<file path="config.mk">
export PLATFORM = sky130hd
export DESIGN_NAME = sdmmc_irq_regs
export DESIGN_NICKNAME = d
export VERILOG_FILES = /design/src/rtl/sdmmc_irq_pkg.sv /design/src/rtl/irq_held_bank.sv /design/src/rtl/irq_mask_reg.sv /design/src/rtl/irq_combine.sv /design/src/rtl/sdmmc_irq_regs.sv
export SDC_FILE = /design/constraint.sdc
export NUM_CORES = 1
export LEC_CHECK = 0
export BUFFER_PORTS_ARGS = -buffer_cell sky130_fd_sc_hd__buf_2
export CAP_MARGIN = 20
export CELL_PAD_IN_SITES_DETAIL_PLACEMENT = 0
export CELL_PAD_IN_SITES_GLOBAL_PLACEMENT = 1
export CORE_MARGIN = 3
export CORE_UTILIZATION = 31
export DETAILED_ROUTE_END_ITERATION = 6
export MAX_ROUTING_LAYER = met4
export PLACE_DENSITY_LB_ADDON = 0.1
export SYNTH_ARGS = -nofsm -noshare
export SYNTH_HDL_FRONTEND = slang
export SYNTH_SLANG_ARGS = --single-unit
</file>
<file path="constraint.sdc">
create_clock -name clk_i -period 1.45 [get_ports clk_i]
set_input_delay 0.2175 -clock clk_i [delete_from_list [all_inputs] [get_ports clk_i]]
set_output_delay 0.2175 -clock clk_i [all_outputs]
set_load 0.01 [all_outputs]
</file>
<file path="src/rtl/sdmmc_irq_pkg.sv">
package sdmmc_irq_pkg;
  localparam int unsigned REG_W = 16;

  localparam int unsigned BIT_XFER_DONE = 0;
  localparam int unsigned BIT_PROG_DONE = 1;
  localparam int unsigned BIT_CMD_END   = 2;
  localparam int unsigned BIT_RX_NEED   = 5;
  localparam int unsigned BIT_TX_NEED   = 6;
  localparam int unsigned BIT_CARD      = 7;

  typedef logic [REG_W-1:0] irq_word_t;

  localparam irq_word_t HELD_BITS  = (irq_word_t'(1) << BIT_XFER_DONE)
                                   | (irq_word_t'(1) << BIT_PROG_DONE)
                                   | (irq_word_t'(1) << BIT_CMD_END)
                                   | (irq_word_t'(1) << BIT_CARD);
  localparam irq_word_t LEVEL_BITS = (irq_word_t'(1) << BIT_RX_NEED)
                                   | (irq_word_t'(1) << BIT_TX_NEED);
  localparam irq_word_t MASK_RESET = '1;
endpackage

</file>
<file path="src/rtl/irq_held_bank.sv">
module irq_held_bank #(
  parameter int unsigned W = 16,
  parameter logic [W-1:0] KEEP = '0
) (
  input  logic         clk_i,
  input  logic         rst_ni,
  input  logic [W-1:0] set_i,
  input  logic [W-1:0] clr_i,
  output logic [W-1:0] q_o
);
  for (genvar i = 0; i < W; i++) begin : g_bit
    if (KEEP[i]) begin : g_held
      logic q_q;
      always_ff @(posedge clk_i or negedge rst_ni) begin
        if (!rst_ni) q_q <= 1'b0;
        else         q_q <= set_i[i] | (q_q & ~clr_i[i]);
      end
      assign q_o[i] = q_q;

      // event beats clear
      assert_set_wins_R4: assert property (@(posedge clk_i) disable iff (!rst_ni)
        set_i[i] |=> q_o[i]);
      assert_clear_takes_R3: assert property (@(posedge clk_i) disable iff (!rst_ni)
        (clr_i[i] && !set_i[i]) |=> !q_o[i]);
      assert_hold_R2: assert property (@(posedge clk_i) disable iff (!rst_ni)
        (q_o[i] && !clr_i[i]) |=> q_o[i]);
    end else begin : g_none
      assign q_o[i] = 1'b0;
    end
  end
endmodule

</file>
<file path="src/rtl/irq_mask_reg.sv">
module irq_mask_reg #(
  parameter int unsigned W = 16,
  parameter logic [W-1:0] RESET = '1
) (
  input  logic         clk_i,
  input  logic         rst_ni,
  input  logic         we_i,
  input  logic [W-1:0] d_i,
  output logic [W-1:0] q_o
);
  logic [W-1:0] q_q;

  always_ff @(posedge clk_i or negedge rst_ni) begin
    if (!rst_ni)   q_q <= RESET;
    else if (we_i) q_q <= d_i;
  end
  assign q_o = q_q;

  assert_mask_store_R7: assert property (@(posedge clk_i) disable iff (!rst_ni)
    we_i |=> (q_o == $past(d_i)));
  assert_mask_keep_R10: assert property (@(posedge clk_i) disable iff (!rst_ni)
    !we_i |=> $stable(q_o));
endmodule

</file>
<file path="src/rtl/irq_combine.sv">
module irq_combine #(
  parameter int unsigned W = 16
) (
  input  logic [W-1:0] status_i,
  input  logic [W-1:0] mask_i,
  output logic         irq_o
);
  logic [W-1:0] live;

  always_comb begin
    live  = status_i & ~mask_i;
    irq_o = |live;
  end
endmodule

</file>
<file path="src/rtl/sdmmc_irq_regs.sv">
module sdmmc_irq_regs
  import sdmmc_irq_pkg::*;
(
  input  logic        clk_i,
  input  logic        rst_ni,
  input  logic        wr_en_i,
  input  logic        wr_sel_i,
  input  logic [15:0] wr_data_i,
  input  logic        ev_xfer_done_i,
  input  logic        ev_prog_done_i,
  input  logic        ev_cmd_end_i,
  input  logic        ev_card_i,
  input  logic        rx_need_i,
  input  logic        tx_need_i,
  output logic [15:0] status_o,
  output logic [15:0] mask_o,
  output logic        irq_o
);
  irq_word_t set_vec, clr_vec, level_vec, held_q, mask_q;
  logic      wr_status, wr_mask;

  always_comb begin
    wr_status = wr_en_i && !wr_sel_i;
    wr_mask   = wr_en_i &&  wr_sel_i;

    set_vec                = '0;
    set_vec[BIT_XFER_DONE] = ev_xfer_done_i;
    set_vec[BIT_PROG_DONE] = ev_prog_done_i;
    set_vec[BIT_CMD_END]   = ev_cmd_end_i;
    set_vec[BIT_CARD]      = ev_card_i;

    clr_vec = wr_status ? (wr_data_i & HELD_BITS) : '0;

    level_vec              = '0;
    level_vec[BIT_RX_NEED] = rx_need_i;
    level_vec[BIT_TX_NEED] = tx_need_i;
  end

  irq_held_bank #(.W(REG_W), .KEEP(HELD_BITS)) u_held (
    .clk_i  (clk_i),
    .rst_ni (rst_ni),
    .set_i  (set_vec),
    .clr_i  (clr_vec),
    .q_o    (held_q)
  );

  irq_mask_reg #(.W(REG_W), .RESET(MASK_RESET)) u_mask (
    .clk_i  (clk_i),
    .rst_ni (rst_ni),
    .we_i   (wr_mask),
    .d_i    (wr_data_i),
    .q_o    (mask_q)
  );

  assign status_o = held_q | level_vec;
  assign mask_o   = mask_q;

  irq_combine #(.W(REG_W)) u_comb (
    .status_i (status_o),
    .mask_i   (mask_q),
    .irq_o    (irq_o)
  );

  assert_card_latch_R2: assert property (@(posedge clk_i) disable iff (!rst_ni)
    ev_card_i |=> status_o[BIT_CARD]);
  assert_masked_latch_R9: assert property (@(posedge clk_i) disable iff (!rst_ni)
    (ev_xfer_done_i && mask_o[BIT_XFER_DONE]) |=> status_o[BIT_XFER_DONE]);
  assert_all_masked_quiet_R8: assert property (@(posedge clk_i) disable iff (!rst_ni)
    (mask_o == '1) |-> !irq_o);
  assert_level_survives_R5: assert property (@(posedge clk_i) disable iff (!rst_ni)
    (wr_en_i && !wr_sel_i && rx_need_i) |-> status_o[BIT_RX_NEED]);
  assert_status_wr_mask_R10: assert property (@(posedge clk_i) disable iff (!rst_ni)
    (wr_en_i && !wr_sel_i) |=> $stable(mask_o));
endmodule

</file>
==> impl_metrics.py, run 1 <==
metrics = {
    "clock_network": {
        "cts_max_level": 1,
        "clock-sinks": 20,
        "tritoncts": "done",
        "cts.reportedPaths.clkPinSlew_ns": 0.11,
        "source_to_sink_clock_delay_at_the_later_pin_of_the_worst_skew_pair_ns": 0.29,
        "clock_tree.buffer_depth": 2,
        "cts_root_buf": "sky130_fd_sc_hd__clkbuf_4",
        "cts_inserted_buffers": 3,
    },
    "power_and_ir_drop": {
        "switching_share_pct": 26.4,
        "ir_worst_vdd_uv": 699,
        "seq_power_share_pct": 53.7,
        "power.switching_uw": 352,
        "power.density_cell_area_nw_per_um2": 1050,
        "pwr-share-comb_pct": 26.1,
        "post-layout-total-power_uw": 1330,
        "clkPwrFrac_pct": 20.2,
        "cell_internal_pwr_uw": 980,
        "total_leakage_power_uw": 0.000654,
    },
    "finish": {
        "regArea_um2": 520,
        "final_cell_mix": "sky130_fd_sc_hd__buf_2, sky130_fd_sc_hd__dfstp_2, sky130_fd_sc_hd__mux2_4, sky130_fd_sc_hd__conb_1",
        "final-instance-count-excl-fill": 166,
        "layout.filler_cells": 277,
        "post-route-cell-area_um2": 1260,
        "areaGrowthSynthToFinish_pct": 28.7,
        "antennaDiodeCount": 0,
        "final_layout_size_suffix_gt1_share_pct": 75.8,
        "multi_input_comb_area_um2": 340,
        "mostFrequentLayoutCell": "sky130_fd_sc_hd__buf_2",
        "layout.nets": 151,
    },
    "floorplanning": {
        "floorplan.initialDensity_pct": 34.1,
        "die_x_um": 62.3,
        "floorplan_core_area_um2": 2880,
        "dieArea_um2": 3880,
        "ios": 59,
        "die-height_um": 62.3,
        "rows": 19,
    },
    "grt": {
        "groute.usage.overall_pct": 11.0,
        "grt_antenna_before_repair": 0,
        "wire_length_of_the_first_global_routing_pass_mm": 3.31,
        "gr_ovfl_total": 0,
        "via_count_of_the_first_global_routing_pass": 711,
        "grt_start_max_net_pins": 21,
    },
    "setup_path": {
        "worst_setup_path_end_kind": "output port",
        "critPathRequiredTime_ns": 1.23,
        "wp_data_arrival_ns": 1.41,
        "rr_worst_depth": 3,
        "critical-path-max-stage-delay_ns": 0.55,
        "crit_path_cell_trace": "o22ai_1 > or3_1 > buf_2",
        "cp-start-kind": "flop",
        "cp-startpoint": "u_mask.q_o[2]",
        "cpMaxStageDelayCell": "sky130_fd_sc_hd__dfstp_2",
        "cp_class": "reg -> out",
        "crit-reg2reg-launch": "u_held.g_bit[2].g_held.q_q",
        "setup.worst_path.end": "irq_o",
        "worst-path-max-fanout": 2,
        "crit-reg2reg-capture": "u_held.g_bit[2].g_held.q_q",
        "reg2reg_setup_slack_ns": 0.58,
    },
    "placement": {
        "port_buffers": 48,
        "placedInstanceArea_um2": 1200,
        "dp_slack_ns": 0.108,
        "place_inst": 157,
        "dp_hpwl_mm": 1.50,
        "finalWeightedCongestion": 0.727,
    },
    "status": {
        "failed_checks": "setup timing",
        "run_status": "finished, violations left",
    },
    "logic_synthesis": {
        "seq_area_frac_synth_pct": 53.1,
        "summed_instance_area_of_the_synthesized_netlist_um2": 981,
        "synth_warnings": 0,
        "post_synth.cell_area_avg_um2": 13.3,
        "synth.lib_cells_used.distinct": 14,
        "syn-instance-count": 74,
        "synth.ff_latch_count": 20,
    },
    "sta": {
        "fin_ws_ns": -0.181,
        "grt_setup_unrepaired": "true",
        "fmax_mhz": 613,
        "layout_min_cycle_time_ns": 1.63,
        "final_max_slew_viol_count": 0,
        "final.hold.worst_slack_ns": 0.107,
        "setup_violations": 1,
        "skew_ns": 0,
        "timing.final.crit_share_pct": 112,
        "final_hold_viol_count": 0,
    },
    "routing": {
        "firstDrtPassIters": 4,
        "wl_per_cell_um": 12.0,
        "wl_mm": 2.00,
        "detail_route.drc_violations": 0,
        "routed_via_density": 4.01,
        "via_count": 665,
        "detail-route-antenna-nets": 0,
        "detailedRoute.firstIterationViolations": 11,
    },
    "job": {
        "cap_viol_max_count": 0,
    },
    "worst_hold_path": {
        "timing.hold.worst.class": "in -> reg",
    },
}
[power groups by stage]
stage | registers [µW] | logic, µW | clock network [µW]
2_1_floorplan | 762 | 175 | 0
3_3_place_gp | 722 | 324 | 0
3_5_place_dp | 728 | 324 | 0
4_1_cts | 716 | 348 | 288
5_1_grt | 729 | 381 | 311
6_report | 714 | 348 | 269
[cell type report]
type	instances	area share, %
Clock buffer	4	2.08
Timing Repair Buffer	54	23.8
Inverter	6	1.78
Multi-Input combinational cell	40	27.0
Tap cell	42	4.16
Sequential cell	20	41.2
[sequential cells by signal, indices dropped and copies added, names as in the netlist]
name,flops
u_held.g_bit.g_held.q_q,4
u_mask.q_o,16
[stage by stage]
step                      utilization (%)  setup TNS [ns]
after global routing                 43.9          -0.268
after global placement               41.6               0
after floorplan                         -               0
final                                43.9          -0.181
after CTS                            43.6          -0.201
after detailed placement             41.6               0
[how the worst min path moves through the flow]
stage                            endpoint    startpoint  slack, ns  cells after the start
2_1_floorplan  u_held.g_bit[0].g_held.q_q        rst_ni      -0.08                      0
6_report       u_held.g_bit[2].g_held.q_q  ev_cmd_end_i       0.11                      2
5_1_grt        u_held.g_bit[7].g_held.q_q     ev_card_i       0.08                      2
4_1_cts        u_held.g_bit[2].g_held.q_q  ev_cmd_end_i       0.09                      2
3_5_place_dp   u_held.g_bit[0].g_held.q_q        rst_ni       0.20                      1
3_3_place_gp   u_held.g_bit[0].g_held.q_q        rst_ni       0.19                      1
[kinds of logic after synthesis]
family                 after synthesis  share of synthesized area [%]
buffers and inverters               23                           15.7
other                                1                          0.382
DFF                                 20                           53.1
and+or+nand+nor                      7                           4.72
AOI/OAI and AO/OA                    7                           3.95
muxes                               16                           22.2
[per-layer routing]
layer | global-route usage (%) | vias up | part of all wire (%)
met4 | 2.48 | 0 | 0.80
met1 | 12.2 | 314 | 44
li1 | - | 316 | -
met2 | 18.7 | 33 | 47
met5 | - | - | 0
met3 | 4.50 | 2 | 8.2
[worst max-delay path: cells and delay by family (launching register included)]
| kind | cells | cell delay, ns |
|---|---|---|
| flip-flops | 1 | 0.55 |
| AND/OR/NAND/NOR | 1 | 0.37 |
| buffers and inverters | 1 | 0.15 |
| AO/OA/AOI/OAI | 1 | 0.07 |
[synthesized netlist by cell type]
cell type | instances | area (µm²)
sky130_fd_sc_hd__a21oi_1 | 4 | 20.0
sky130_fd_sc_hd__o22ai_1 | 3 | 18.8
sky130_fd_sc_hd__nand2_2 | 1 | 6.26
sky130_fd_sc_hd__buf_4 | 16 | 120
sky130_fd_sc_hd__mux2_4 | 10 | 150
sky130_fd_sc_hd__or2_2 | 4 | 25.0
sky130_fd_sc_hd__buf_6 | 1 | 11.3
sky130_fd_sc_hd__mux2_2 | 6 | 67.6
sky130_fd_sc_hd__dfstp_2 | 16 | 420
sky130_fd_sc_hd__dfrtp_1 | 4 | 100
sky130_fd_sc_hd__or3_1 | 1 | 6.26
sky130_fd_sc_hd__inv_1 | 6 | 22.5
sky130_fd_sc_hd__and2b_2 | 1 | 8.76
sky130_fd_sc_hd__conb_1 | 1 | 3.75
[timing repair]
item,in CTS,in global routing
hold endpoints to repair,4,0
setup buffers,3,1
resized for setup,0,0
endpoints found under the setup margin,1,1
hold buffers,1,0
pin swaps,1,0
No activity file was read; power rests on OpenSTA's default activity.
==> run 2, diff against run 1 <==
--- a/config.mk
+++ b/config.mk
@@ -13,7 +13,8 @@
 export CORE_UTILIZATION = 31
 export DETAILED_ROUTE_END_ITERATION = 6
 export MAX_ROUTING_LAYER = met4
-export PLACE_DENSITY_LB_ADDON = 0.1
+export PLACE_DENSITY = 0.78
+export RECOVER_POWER = 25
 export SYNTH_ARGS = -nofsm -noshare
 export SYNTH_HDL_FRONTEND = slang
 export SYNTH_SLANG_ARGS = --single-unit
==> run 2 against run 1 <==
Net effect: global-route usage shrank 0.37 points; die area unchanged; sequential power fell by 0.7%; the flow still finishes with violations (setup timing); combinational power is essentially flat.
==> impl_metrics.py, run 2 (synthesis gave the netlist of run 1 again) <==
metrics = {
    "sta": {
        "setup_tns_ns": -0.158,
        "final_max_slew_viol_count": 0,
        "fin_ws_ns": -0.158,
        "final_hold_viol_count": 0,
        "setup_violations": 1,
        "layout_min_cycle_time_ns": 1.61,
        "timing.final.crit_share_pct": 111,
        "grt_setup_unrepaired": "true",
        "skew_ns": 0,
        "final.hold.worst_slack_ns": 0.120,
        "fmax_mhz": 622,
    },
    "placement": {
        "finalWeightedCongestion": 0.771,
        "dp_slack_ns": 0.136,
        "dp_hpwl_mm": 1.43,
        "port_buffers": 48,
    },
    "routing": {
        "detail_route.drc_violations": 0,
        "wl_per_cell_um": 11.4,
        "routed_via_density": 4.14,
        "via_count": 688,
        "firstDrtPassIters": 3,
        "wl_mm": 1.90,
        "detail-route-antenna-nets": 0,
        "detailedRoute.firstIterationViolations": 29,
    },
    "setup_path": {
        "crit-reg2reg-launch": "u_mask.q_o[2]",
        "cp-startpoint": "u_mask.q_o[5]",
        "worst-path-max-fanout": 2,
        "critPathRequiredTime_ns": 1.23,
        "cp-start-kind": "flop",
        "worst_setup_path_end_kind": "output port",
        "wp_data_arrival_ns": 1.39,
        "cp_class": "reg -> out",
    },
    "finish": {
        "areaGrowthSynthToFinish_pct": 28.7,
        "layout.filler_cells": 284,
        "max_ffs_per_register": 16,
        "mostFrequentLayoutCell": "sky130_fd_sc_hd__buf_2",
        "antennaDiodeCount": 0,
        "final_cell_mix": "sky130_fd_sc_hd__buf_2, sky130_fd_sc_hd__dfstp_2, sky130_fd_sc_hd__conb_1",
        "layout.nets": 152,
        "final_layout_size_suffix_gt1_share_pct": 71.0,
    },
    "grt": {
        "gr_ovfl_total": 0,
        "grt_start_max_net_pins": 21,
        "grt_antenna_before_repair": 0,
        "via_count_of_the_first_global_routing_pass": 707,
        "groute.usage.overall_pct": 10.7,
        "wire_length_of_the_first_global_routing_pass_mm": 3.21,
    },
    "power_and_ir_drop": {
        "total_leakage_power_uw": 0.000646,
        "power.density_cell_area_nw_per_um2": 1030,
        "ir_worst_vdd_uv": 299,
        "post-layout-total-power_uw": 1300,
    },
    "job": {
        "cap_viol_max_count": 0,
    },
    "clock_network": {
        "cts_root_buf": "sky130_fd_sc_hd__clkbuf_4",
        "clock_tree.buffer_depth": 2,
        "cts_max_level": 1,
        "cts_inserted_buffers": 3,
        "cts.reportedPaths.clkPinSlew_ns": 0.10,
        "clock-sinks": 20,
        "source_to_sink_clock_delay_at_the_later_pin_of_the_worst_skew_pair_ns": 0.28,
        "tritoncts": "done",
    },
    "floorplanning": {
        "die-height_um": 62.3,
        "rows": 19,
        "floorplan_core_area_um2": 2880,
        "die_x_um": 62.3,
        "dieArea_um2": 3880,
        "ios": 59,
        "floorplan.initialDensity_pct": 34.1,
    },
    "status": {
        "run_status": "finished, violations left",
        "failed_checks": "setup timing",
    },
    "worst_hold_path": {
        "timing.hold.worst.class": "in -> reg",
        "hold_path.startpoint": "ev_card_i",
    },
}
==> run 2: changes by cell type in the layout (fill, tap and decap cells not counted) <==
cell / previous run / this run
sky130_fd_sc_hd__clkbuf_2: 0 / 1
sky130_fd_sc_hd__dfstp_2: 16 / 12
sky130_fd_sc_hd__dfstp_1: 0 / 4
sky130_fd_sc_hd__buf_2: 48 / 45
sky130_fd_sc_hd__o22ai_2: 0 / 1
sky130_fd_sc_hd__clkbuf_1: 1 / 2
sky130_fd_sc_hd__o22ai_1: 3 / 2
sky130_fd_sc_hd__buf_4: 4 / 5
sky130_fd_sc_hd__mux2_1: 0 / 2
sky130_fd_sc_hd__mux2_4: 10 / 8
==> run 2: metal layers <==
metal	global-route usage (%)	vias up	share of wire, %
li1	-	321	-
met1	12.0	326	42
met2	17.1	39	47
met3	3.78	2	11
met4	4.96	0	0.68
met5	-	-	0
==> run 2: path summary, 6_finish.rpt <==
check	endpoint	slack, ns	depth (start not counted)
setup / recovery	irq_o	-0.16	3
hold / removal	u_held.g_bit[7].g_held.q_q	0.12	2
setup reg to reg	u_mask.q_o[2]	0.51	3
hold reg to reg	u_mask.q_o[14]	0.62	1
max in group asynchronous	u_mask.q_o[14]	0.68	2
min in group asynchronous	u_held.g_bit[1].g_held.q_q	0.41	2
==> run 2: final cells by class <==
| type | instances | area (µm²) | area share, % |
|---|---|---|---|
| tap | 42 | 52.6 | 4.16 |
| inverter | 6 | 22.5 | 1.78 |
| clock buffer | 3 | 22.5 | 1.78 |
| sequential | 20 | 520 | 41.2 |
| multi-input combinational | 40 | 339 | 26.9 |
| timing repair buffer | 55 | 305 | 24.2 |
==> run 2: worst max-delay path, stage by stage (launching register included) <==
cell,delay [ns]
sky130_fd_sc_hd__dfstp_2,0.54
sky130_fd_sc_hd__o22ai_1,0.06
sky130_fd_sc_hd__or3_1,0.36
sky130_fd_sc_hd__buf_2,0.15
==> run 2: what timing repair did <==
item | 4_1_cts | 5_1_grt
gates resized for setup | 1 | 0
pin swaps | 1 | 0
setup buffers | 4 | 1
cloned | 0 | 0
setup endpoints to repair | 1 | 1
hold endpoints to repair | 4 | 0
hold buffers | 1 | 0
==> run 2: stage by stage <==
step	utilization, %	instance area, µm²	std cells
finish	43.9	1260	166
CTS	44.0	1260	165
global route	43.9	1260	166
global placement	41.6	1200	157
detailed placement	41.6	1200	157
floorplan	-	1010	83
==> run 2: power breakdown <==
| part | leakage, µW | switching [µW] | internal [µW] | total (µW) |
|---|---|---|---|---|
| clock network | 0.0000138 | 150 | 96.4 | 246 |
| registers | 0.000204 | 37.2 | 672 | 709 |
| logic | 0.000428 | 154 | 195 | 349 |
